<file path="src/rtl/frac_div_pkg.sv">
`timescale 1ns/1ps
package frac_div_pkg;

  typedef enum logic [1:0] {
    TRG_IDLE = 2'd0,
    TRG_SYNC = 2'd1,
    TRG_LOAD = 2'd2
  } trig_state_e;

  // Scaled divisor: stored field plus one unit in fixed point.
  function automatic logic [31:0] scaled_div(input logic [31:0] field,
                                             input int unsigned frac_w);
    return field + (32'd1 << frac_w);
  endfunction

  // Place a field into an otherwise zero 32-bit word.
  function automatic logic [31:0] place_field(input logic [31:0] val,
                                              input int unsigned shift);
    return val << shift;
  endfunction

endpackage

</file>
<file path="src/rtl/frac_div_ctrl.sv">
`timescale 1ns/1ps
module frac_div_ctrl #(
  parameter int unsigned DIV_W     = 6,
  parameter int unsigned SEL_W     = 2,
  parameter int unsigned DIV_SHIFT = 8,
  parameter int unsigned SEL_SHIFT = 4,
  parameter int unsigned TRIG_BIT  = 0,
  parameter logic [DIV_W-1:0] RST_DIV = '0,
  parameter logic [SEL_W-1:0] RST_SEL = '0
) (
  input  logic             clk,
  input  logic             rst_n,
  input  logic             reg_we,
  input  logic [31:0]      reg_wdata,
  input  logic             wrap,
  output logic [DIV_W-1:0] shadow_div,
  output logic [SEL_W-1:0] shadow_sel,
  output logic             busy,
  output logic             commit,
  output logic [31:0]      reg_rdata
);
  import frac_div_pkg::*;

  trig_state_e state_q;
  logic        accept_wr;
  logic        trig_req;
  logic        unused_wdata;

  assign unused_wdata = ^reg_wdata;
  assign busy      = (state_q != TRG_IDLE);
  assign accept_wr = reg_we && !busy;
  assign trig_req  = accept_wr && reg_wdata[TRIG_BIT];
  assign commit    = (state_q == TRG_LOAD) && wrap;

  always_ff @(posedge clk or negedge rst_n) begin
    if (!rst_n) begin
      state_q    <= TRG_IDLE;
      shadow_div <= RST_DIV;
      shadow_sel <= RST_SEL;
    end else begin
      if (accept_wr) begin
        shadow_div <= reg_wdata[DIV_SHIFT +: DIV_W];
        shadow_sel <= reg_wdata[SEL_SHIFT +: SEL_W];
      end
      unique case (state_q)
        TRG_IDLE: if (trig_req) state_q <= TRG_SYNC;
        TRG_SYNC: if (wrap)     state_q <= TRG_LOAD;
        TRG_LOAD: if (wrap)     state_q <= TRG_IDLE;
        default:                state_q <= TRG_IDLE;
      endcase
    end
  end

  always_comb begin
    reg_rdata = place_field(32'(shadow_div), DIV_SHIFT)
              | place_field(32'(shadow_sel), SEL_SHIFT)
              | place_field(32'(busy), TRIG_BIT);
  end

endmodule

</file>
<file path="src/rtl/frac_div_srcsel.sv">
`timescale 1ns/1ps
module frac_div_srcsel #(
  parameter int unsigned NPAR  = 2,
  parameter int unsigned SEL_W = 2,
  parameter int unsigned IW    = 1,
  parameter logic [NPAR*SEL_W-1:0] PARENT_CODES = '0
) (
  input  logic             clk,
  input  logic             rst_n,
  input  logic [NPAR-1:0]  src_tick,
  input  logic [SEL_W-1:0] shadow_sel,
  input  logic             commit,
  output logic             sel_tick,
  output logic [IW-1:0]    act_idx,
  output logic             sel_bad
);
  logic          hit;
  logic [IW-1:0] hit_idx;

  always_comb begin
    hit     = 1'b0;
    hit_idx = '0;
    for (int i = 0; i < int'(NPAR); i++) begin
      if (!hit && shadow_sel == PARENT_CODES[i*SEL_W +: SEL_W]) begin
        hit     = 1'b1;
        hit_idx = IW'(i);
      end
    end
  end

  assign sel_bad = !hit;

  always_ff @(posedge clk or negedge rst_n) begin
    if (!rst_n)             act_idx <= '0;
    else if (commit && hit) act_idx <= hit_idx;
  end

  generate
    if (NPAR == 1) begin : g_single
      logic unused_idx;
      assign unused_idx = ^act_idx;
      assign sel_tick   = src_tick[0];
    end else begin : g_mux
      assign sel_tick = src_tick[act_idx];
    end
  endgenerate

endmodule

</file>
<file path="src/rtl/frac_div_accum.sv">
`timescale 1ns/1ps
module frac_div_accum #(
  parameter int unsigned DIV_W  = 6,
  parameter int unsigned FRAC_W = 2,
  parameter logic [DIV_W-1:0] RST_DIV = '0
) (
  input  logic             clk,
  input  logic             rst_n,
  input  logic             tick,
  input  logic             commit,
  input  logic [DIV_W-1:0] shadow_div,
  output logic             wrap,
  output logic             clk_en,
  output logic [DIV_W-1:0] act_div
);
  import frac_div_pkg::*;

  localparam int unsigned AW = DIV_W + 2;
  localparam logic [AW-1:0] ONE = AW'(1) << FRAC_W;

  logic [AW-1:0] acc_q;
  logic [AW-1:0] acc_nxt;
  logic [AW-1:0] dsc;

  assign dsc     = AW'(scaled_div(32'(act_div), FRAC_W));
  assign acc_nxt = acc_q + ONE;
  assign wrap    = tick && (acc_nxt >= dsc);

  always_ff @(posedge clk or negedge rst_n) begin
    if (!rst_n) begin
      acc_q   <= '0;
      act_div <= RST_DIV;
      clk_en  <= 1'b0;
    end else begin
      clk_en <= wrap;
      if (commit) begin
        act_div <= shadow_div;
        acc_q   <= '0;
      end else if (wrap) begin
        acc_q <= acc_nxt - dsc;
      end else if (tick) begin
        acc_q <= acc_nxt;
      end
    end
  end

endmodule

</file>
<file path="src/rtl/frac_clk_div.sv">
`timescale 1ns/1ps
module frac_clk_div #(
  parameter int unsigned DIV_W     = 6,
  parameter int unsigned FRAC_W    = 2,
  parameter int unsigned DIV_SHIFT = 8,
  parameter int unsigned SEL_SHIFT = 4,
  parameter int unsigned SEL_W     = 2,
  parameter int unsigned TRIG_BIT  = 0,
  parameter int unsigned NPAR      = 2,
  parameter logic [NPAR*SEL_W-1:0] PARENT_CODES = 4'b1101,
  parameter logic [DIV_W-1:0] RST_DIV = '0,
  localparam int unsigned IW = (NPAR > 1) ? $clog2(NPAR) : 1
) (
  input  logic            clk,
  input  logic            rst_n,
  input  logic            reg_we,
  input  logic [31:0]     reg_wdata,
  output logic [31:0]     reg_rdata,
  input  logic [NPAR-1:0] src_tick,
  output logic            clk_en,
  output logic [IW-1:0]   sel_idx,
  output logic            sel_bad
);
  localparam logic [SEL_W-1:0] RST_SEL = PARENT_CODES[SEL_W-1:0];

  logic [DIV_W-1:0] shadow_div_w;
  logic [SEL_W-1:0] shadow_sel_w;
  logic [DIV_W-1:0] act_div_w;
  logic             busy_w;
  logic             commit_w;
  logic             wrap_w;
  logic             sel_tick_w;
  logic             trig_wr_w;

  assign trig_wr_w = reg_wdata[TRIG_BIT];

  frac_div_ctrl #(
    .DIV_W(DIV_W), .SEL_W(SEL_W), .DIV_SHIFT(DIV_SHIFT),
    .SEL_SHIFT(SEL_SHIFT), .TRIG_BIT(TRIG_BIT),
    .RST_DIV(RST_DIV), .RST_SEL(RST_SEL)
  ) u_ctrl (
    .clk(clk), .rst_n(rst_n), .reg_we(reg_we), .reg_wdata(reg_wdata),
    .wrap(wrap_w), .shadow_div(shadow_div_w), .shadow_sel(shadow_sel_w),
    .busy(busy_w), .commit(commit_w), .reg_rdata(reg_rdata)
  );

  frac_div_srcsel #(
    .NPAR(NPAR), .SEL_W(SEL_W), .IW(IW), .PARENT_CODES(PARENT_CODES)
  ) u_srcsel (
    .clk(clk), .rst_n(rst_n), .src_tick(src_tick), .shadow_sel(shadow_sel_w),
    .commit(commit_w), .sel_tick(sel_tick_w), .act_idx(sel_idx),
    .sel_bad(sel_bad)
  );

  frac_div_accum #(
    .DIV_W(DIV_W), .FRAC_W(FRAC_W), .RST_DIV(RST_DIV)
  ) u_accum (
    .clk(clk), .rst_n(rst_n), .tick(sel_tick_w), .commit(commit_w),
    .shadow_div(shadow_div_w), .wrap(wrap_w), .clk_en(clk_en),
    .act_div(act_div_w)
  );

endmodule

</file>
<file path="config.mk">
export PLATFORM = sky130hd
export DESIGN_NAME = frac_clk_div
export DESIGN_NICKNAME = d
export VERILOG_FILES = /design/src/rtl/frac_div_pkg.sv /design/src/rtl/frac_div_ctrl.sv /design/src/rtl/frac_div_srcsel.sv /design/src/rtl/frac_div_accum.sv /design/src/rtl/frac_clk_div.sv
export SDC_FILE = /design/constraint.sdc
export NUM_CORES = 1
export LEC_CHECK = 0
export BUFFER_PORTS_ARGS = -buffer_cell sky130_fd_sc_hd__buf_2
export CORE_ASPECT_RATIO = 0.9
export CORE_MARGIN = 2
export CORE_UTILIZATION = 25
export DETAILED_ROUTE_END_ITERATION = 6
export GPL_TIMING_DRIVEN = 0
export PLACE_DENSITY = 0.46
export SYNTH_ARGS = -nofsm -noshare
export SYNTH_HDL_FRONTEND = slang
export SYNTH_SLANG_ARGS = --single-unit
</file>
<file path="constraint.sdc">
create_clock -name clk -period 7.87 [get_ports clk]
set_input_delay 0.787 -clock clk [delete_from_list [all_inputs] [get_ports clk]]
set_output_delay 0.787 -clock clk [all_outputs]
set_load 0.01 [all_outputs]
</file>
==> flow_metrics.tcl <==
set metrics [dict create \
    status "finished, final reports clean" \
    clock_power_share_pct 10.5 \
    leakage_uw 0.00105 \
    setup_ws_ns 4.99 \
    grt_max_degree 27 \
    yosys.area.top_type "dfrtp_1" \
    max_stage_delay_ns 0.45 \
    clkSinkCount 26 \
    ys.flop_type "dfrtp_1" \
    cts_buffers 3 \
    grt_use_total_pct 9.63 \
    h-tree-depth 1 \
    yosys.area.top_type_share_pct 34.7 \
    insertion_delay_ns 0.28 \
    fin_crit_sh_pct 36.6 \
    reg2reg_depth 9 \
    synth-simple-area-share_pct 14.3 \
    crit_family "adder cells" \
    ctsResizeCount 0 \
    r2r_slack_ns 4.99 \
    clk_path_buf_depth 2 \
    criticalPathCategory "reg2reg" \
    dp_hpwl_um 2750 \
    p_comb_share_pct 65.5 \
    grt_pass1_wl_um 6150 \
    arrival_ns 3.05 \
    reg2reg_to "u_srcsel.act_idx" \
    fmax_ghz 0.347 \
    r2r-start "u_accum.acc_q[2]" \
    power_switching_uw 482 \
    area_growth_pct 21.9 \
    drc 0 \
    switching_share_pct 44.0 \
    synthTopCellsByArea "dfrtp_1 (35%), buf_4 (10%), ha_1 (6.2%), mux2_2 (5.6%), mux2_1 (3.7%)" \
    hold_depth 1 \
    cap_violations 0 \
    maxSlewHeadroom_pct 54.8 \
    setup_viol 0 \
    synth-compound-area-share_pct 14.2 \
    antennaDiodeCount 0 \
    p_total_uw 1090 \
    slew_viol_final 0 \
    die-width_um 93.5 \
    rows 29 \
    synth_cell_types 50 \
    min_to "u_ctrl.state_q[0]" \
    cp.required_ns 8.04 \
    synth-xor-area-share_pct 3.88 \
    synthCells 186 \
    hp-class "reg2reg" \
    end_kind "register" \
    period_needed_ns 2.88 \
    cts_tree "yes" \
    synth_top_family_by_area "simple AND/OR/NAND/NOR gates" \
    dpl_cell_area_sq_mm 0.00213 \
    synth_adder_area_share_pct 7.35 \
    crit_fanout 9 \
    hp-start "u_ctrl.state_q[1]" \
    wire_per_inst_um 10.4 \
    holdBufCountCts 0 \
    antenna_found_initial 0 \
    die-area_sq_mm 0.00791 \
    synthMuxAreaShare_pct 9.92 \
    p_per_area_mw_per_mm2 498 \
    pwr-share-seq_pct 24.0 \
    synth_seq_area_share_pct 36.1 \
    path_buf_inv 1 \
    totalWireLength_um 3440 \
    synth_seq_cells 26 \
    vias 1342 \
    grt_pass1_vias 1277 \
    fp.coreArea_sq_mm 0.00704 \
    startpoint_type "register" \
    postSynth.asyncResetShare_pct 100 \
    drive_above_1_share_pct 29.1 \
    initial_utilization_pct 25.6 \
    yosysWarnings 0 \
    place_ws_ns 4.98 \
    rsz0062_at_grt "no" \
    firstDrtPassIters 4 \
    die_h_um 84.6 \
    hold_viol 0 \
    intPower_uw 613 \
    gp_congestion 0.746 \
    clkTransAtPathRegs_ns 0.10 \
    cts-root-buf "clkbuf_8" \
    vdd_ir_drop_max_uv 177 \
    avgSynthCellArea_sq_um 9.70 \
    via_per_inst 4.07 \
    crit_slowest_cell "dfrtp_1" \
    setup_tns_ns 0 \
    antenna_left 0 \
    crit_cells 9 \
    drt_iter0_drc 27 \
    critical_path.cell_chain "ha_1 > ha_1 > and4_1 > a2111oi_4 > o32ai_2 > and3_1 > buf_4 > nand2_1 > mux2_1" \
    finClkSkew_ns 0.00522 \
    num_io_pins 72 \
    synthTopCellsByCount "buf_4 (25), dfrtp_1 (25), inv_1 (12)" \
    cpMostUsedCell "ha_1" \
    cts_setup_buffers 0 \
    synth_edf_count 0 \
    io_buffers 25 \
    fin_area_sq_mm 0.00220 \
    netlist_area_sq_mm 0.00180 \
    tightest_slew_ns 0.675 \
    fin_nets 285 \
    overflow 0 \
]
==> power groups by stage <==
stage,Clock [uW],Sequential (uW),Combinational (uW)
global placement,0,265,719
floorplan,0,266,568
CTS,119,264,727
detailed placement,0,267,723
global route,125,278,804
finish,115,262,717
==> worst register-to-register path: cells and delay by family (launching register included) <==
| family | cells | cell delay [ns] |
|---|---|---|
| AND/OR/NAND/NOR | 3 | 0.54 |
| flip-flops | 1 | 0.45 |
| buffers and inverters | 1 | 0.17 |
| adder cells (fa/ha/maj) | 2 | 0.72 |
| AO/OA/AOI/OAI | 2 | 0.58 |
| multiplexers | 1 | 0.31 |
==> flip-flops by register name, indices dropped and copies added (netlist names) <==
signal and flops:
u_accum.act_div 6, u_ctrl.state_q 2, u_ctrl.shadow_sel 2, u_ctrl.shadow_div 6, u_accum.acc_q 8, u_accum.clk_en 1
u_srcsel.act_idx 1
==> layout make-up <==
cell class / instances / area (sq um)
buffer: 28 / 208
tap: 93 / 116
timing repair buffer: 25 / 125
clock inverter: 1 / 30.0
clock buffer: 3 / 41.3
fill: 758 / 4840
inverter: 12 / 45.0
multi-input combinational: 142 / 982
sequential: 26 / 652
==> worst max-delay path by stage <==
stage | from | endpoint
floorplan | u_accum.acc_q[2] | u_srcsel.act_idx
global placement | u_accum.acc_q[2] | u_srcsel.act_idx
detailed placement | u_accum.acc_q[2] | u_srcsel.act_idx
CTS | u_accum.acc_q[2] | u_srcsel.act_idx
global route | u_accum.acc_q[2] | u_srcsel.act_idx
finish | u_accum.acc_q[2] | u_srcsel.act_idx
==> metal layers <==
layer,GRT usage [%],wire [um]
met4,2.77,43
met1,13.7,1750
met3,1.71,179
met5,0,0
met2,15.0,1470
==> kinds of logic (layout without fill, tap and decap cells) <==
group	Yosys count	in the layout
buf+inv	40	69
compound gates	36	36
xor+xnor	8	8
flops	26	26
simple gates	49	49
fa+ha+maj	10	10
mux	16	16
other cells	1	23
==> metrics by stage <==
stage / std cells / hold WS, ns / utilization [%]
final: 330 / 0.494 / 31.2
after global routing: 330 / 0.530 / 31.2
after CTS: 330 / 0.496 / 31.2
after detailed placement: 326 / 0.491 / 30.2
after global placement: 326 / 0.469 / 30.2
after floorplan: 208 / 0.449 / -
==> cells in the final DEF (no fill, tap or decap), types with 2 or more instances in the layout <==
| cell type | count |
|---|---|
| a21oi_1 | 9 |
| and4_1 | 2 |
| buf_2 | 26 |
| buf_4 | 25 |
| clkbuf_8 | 3 |
| conb_1 | 23 |
| dfrtp_1 | 25 |
| ha_1 | 9 |
| inv_1 | 12 |
| mux2_1 | 6 |
| mux2_2 | 9 |
| nand2_1 | 9 |
| nand2b_1 | 2 |
| nand3_1 | 9 |
| nor2_1 | 9 |
| nor2b_1 | 2 |
| nor3_1 | 4 |
| o21a_1 | 3 |
| o21ai_0 | 3 |
| o21ai_1 | 6 |
| o21bai_1 | 2 |
| o31ai_1 | 2 |
| or2_1 | 2 |
| xnor2_1 | 5 |
| xor2_1 | 3 |
No activity file was read; power rests on OpenSTA's default activity.
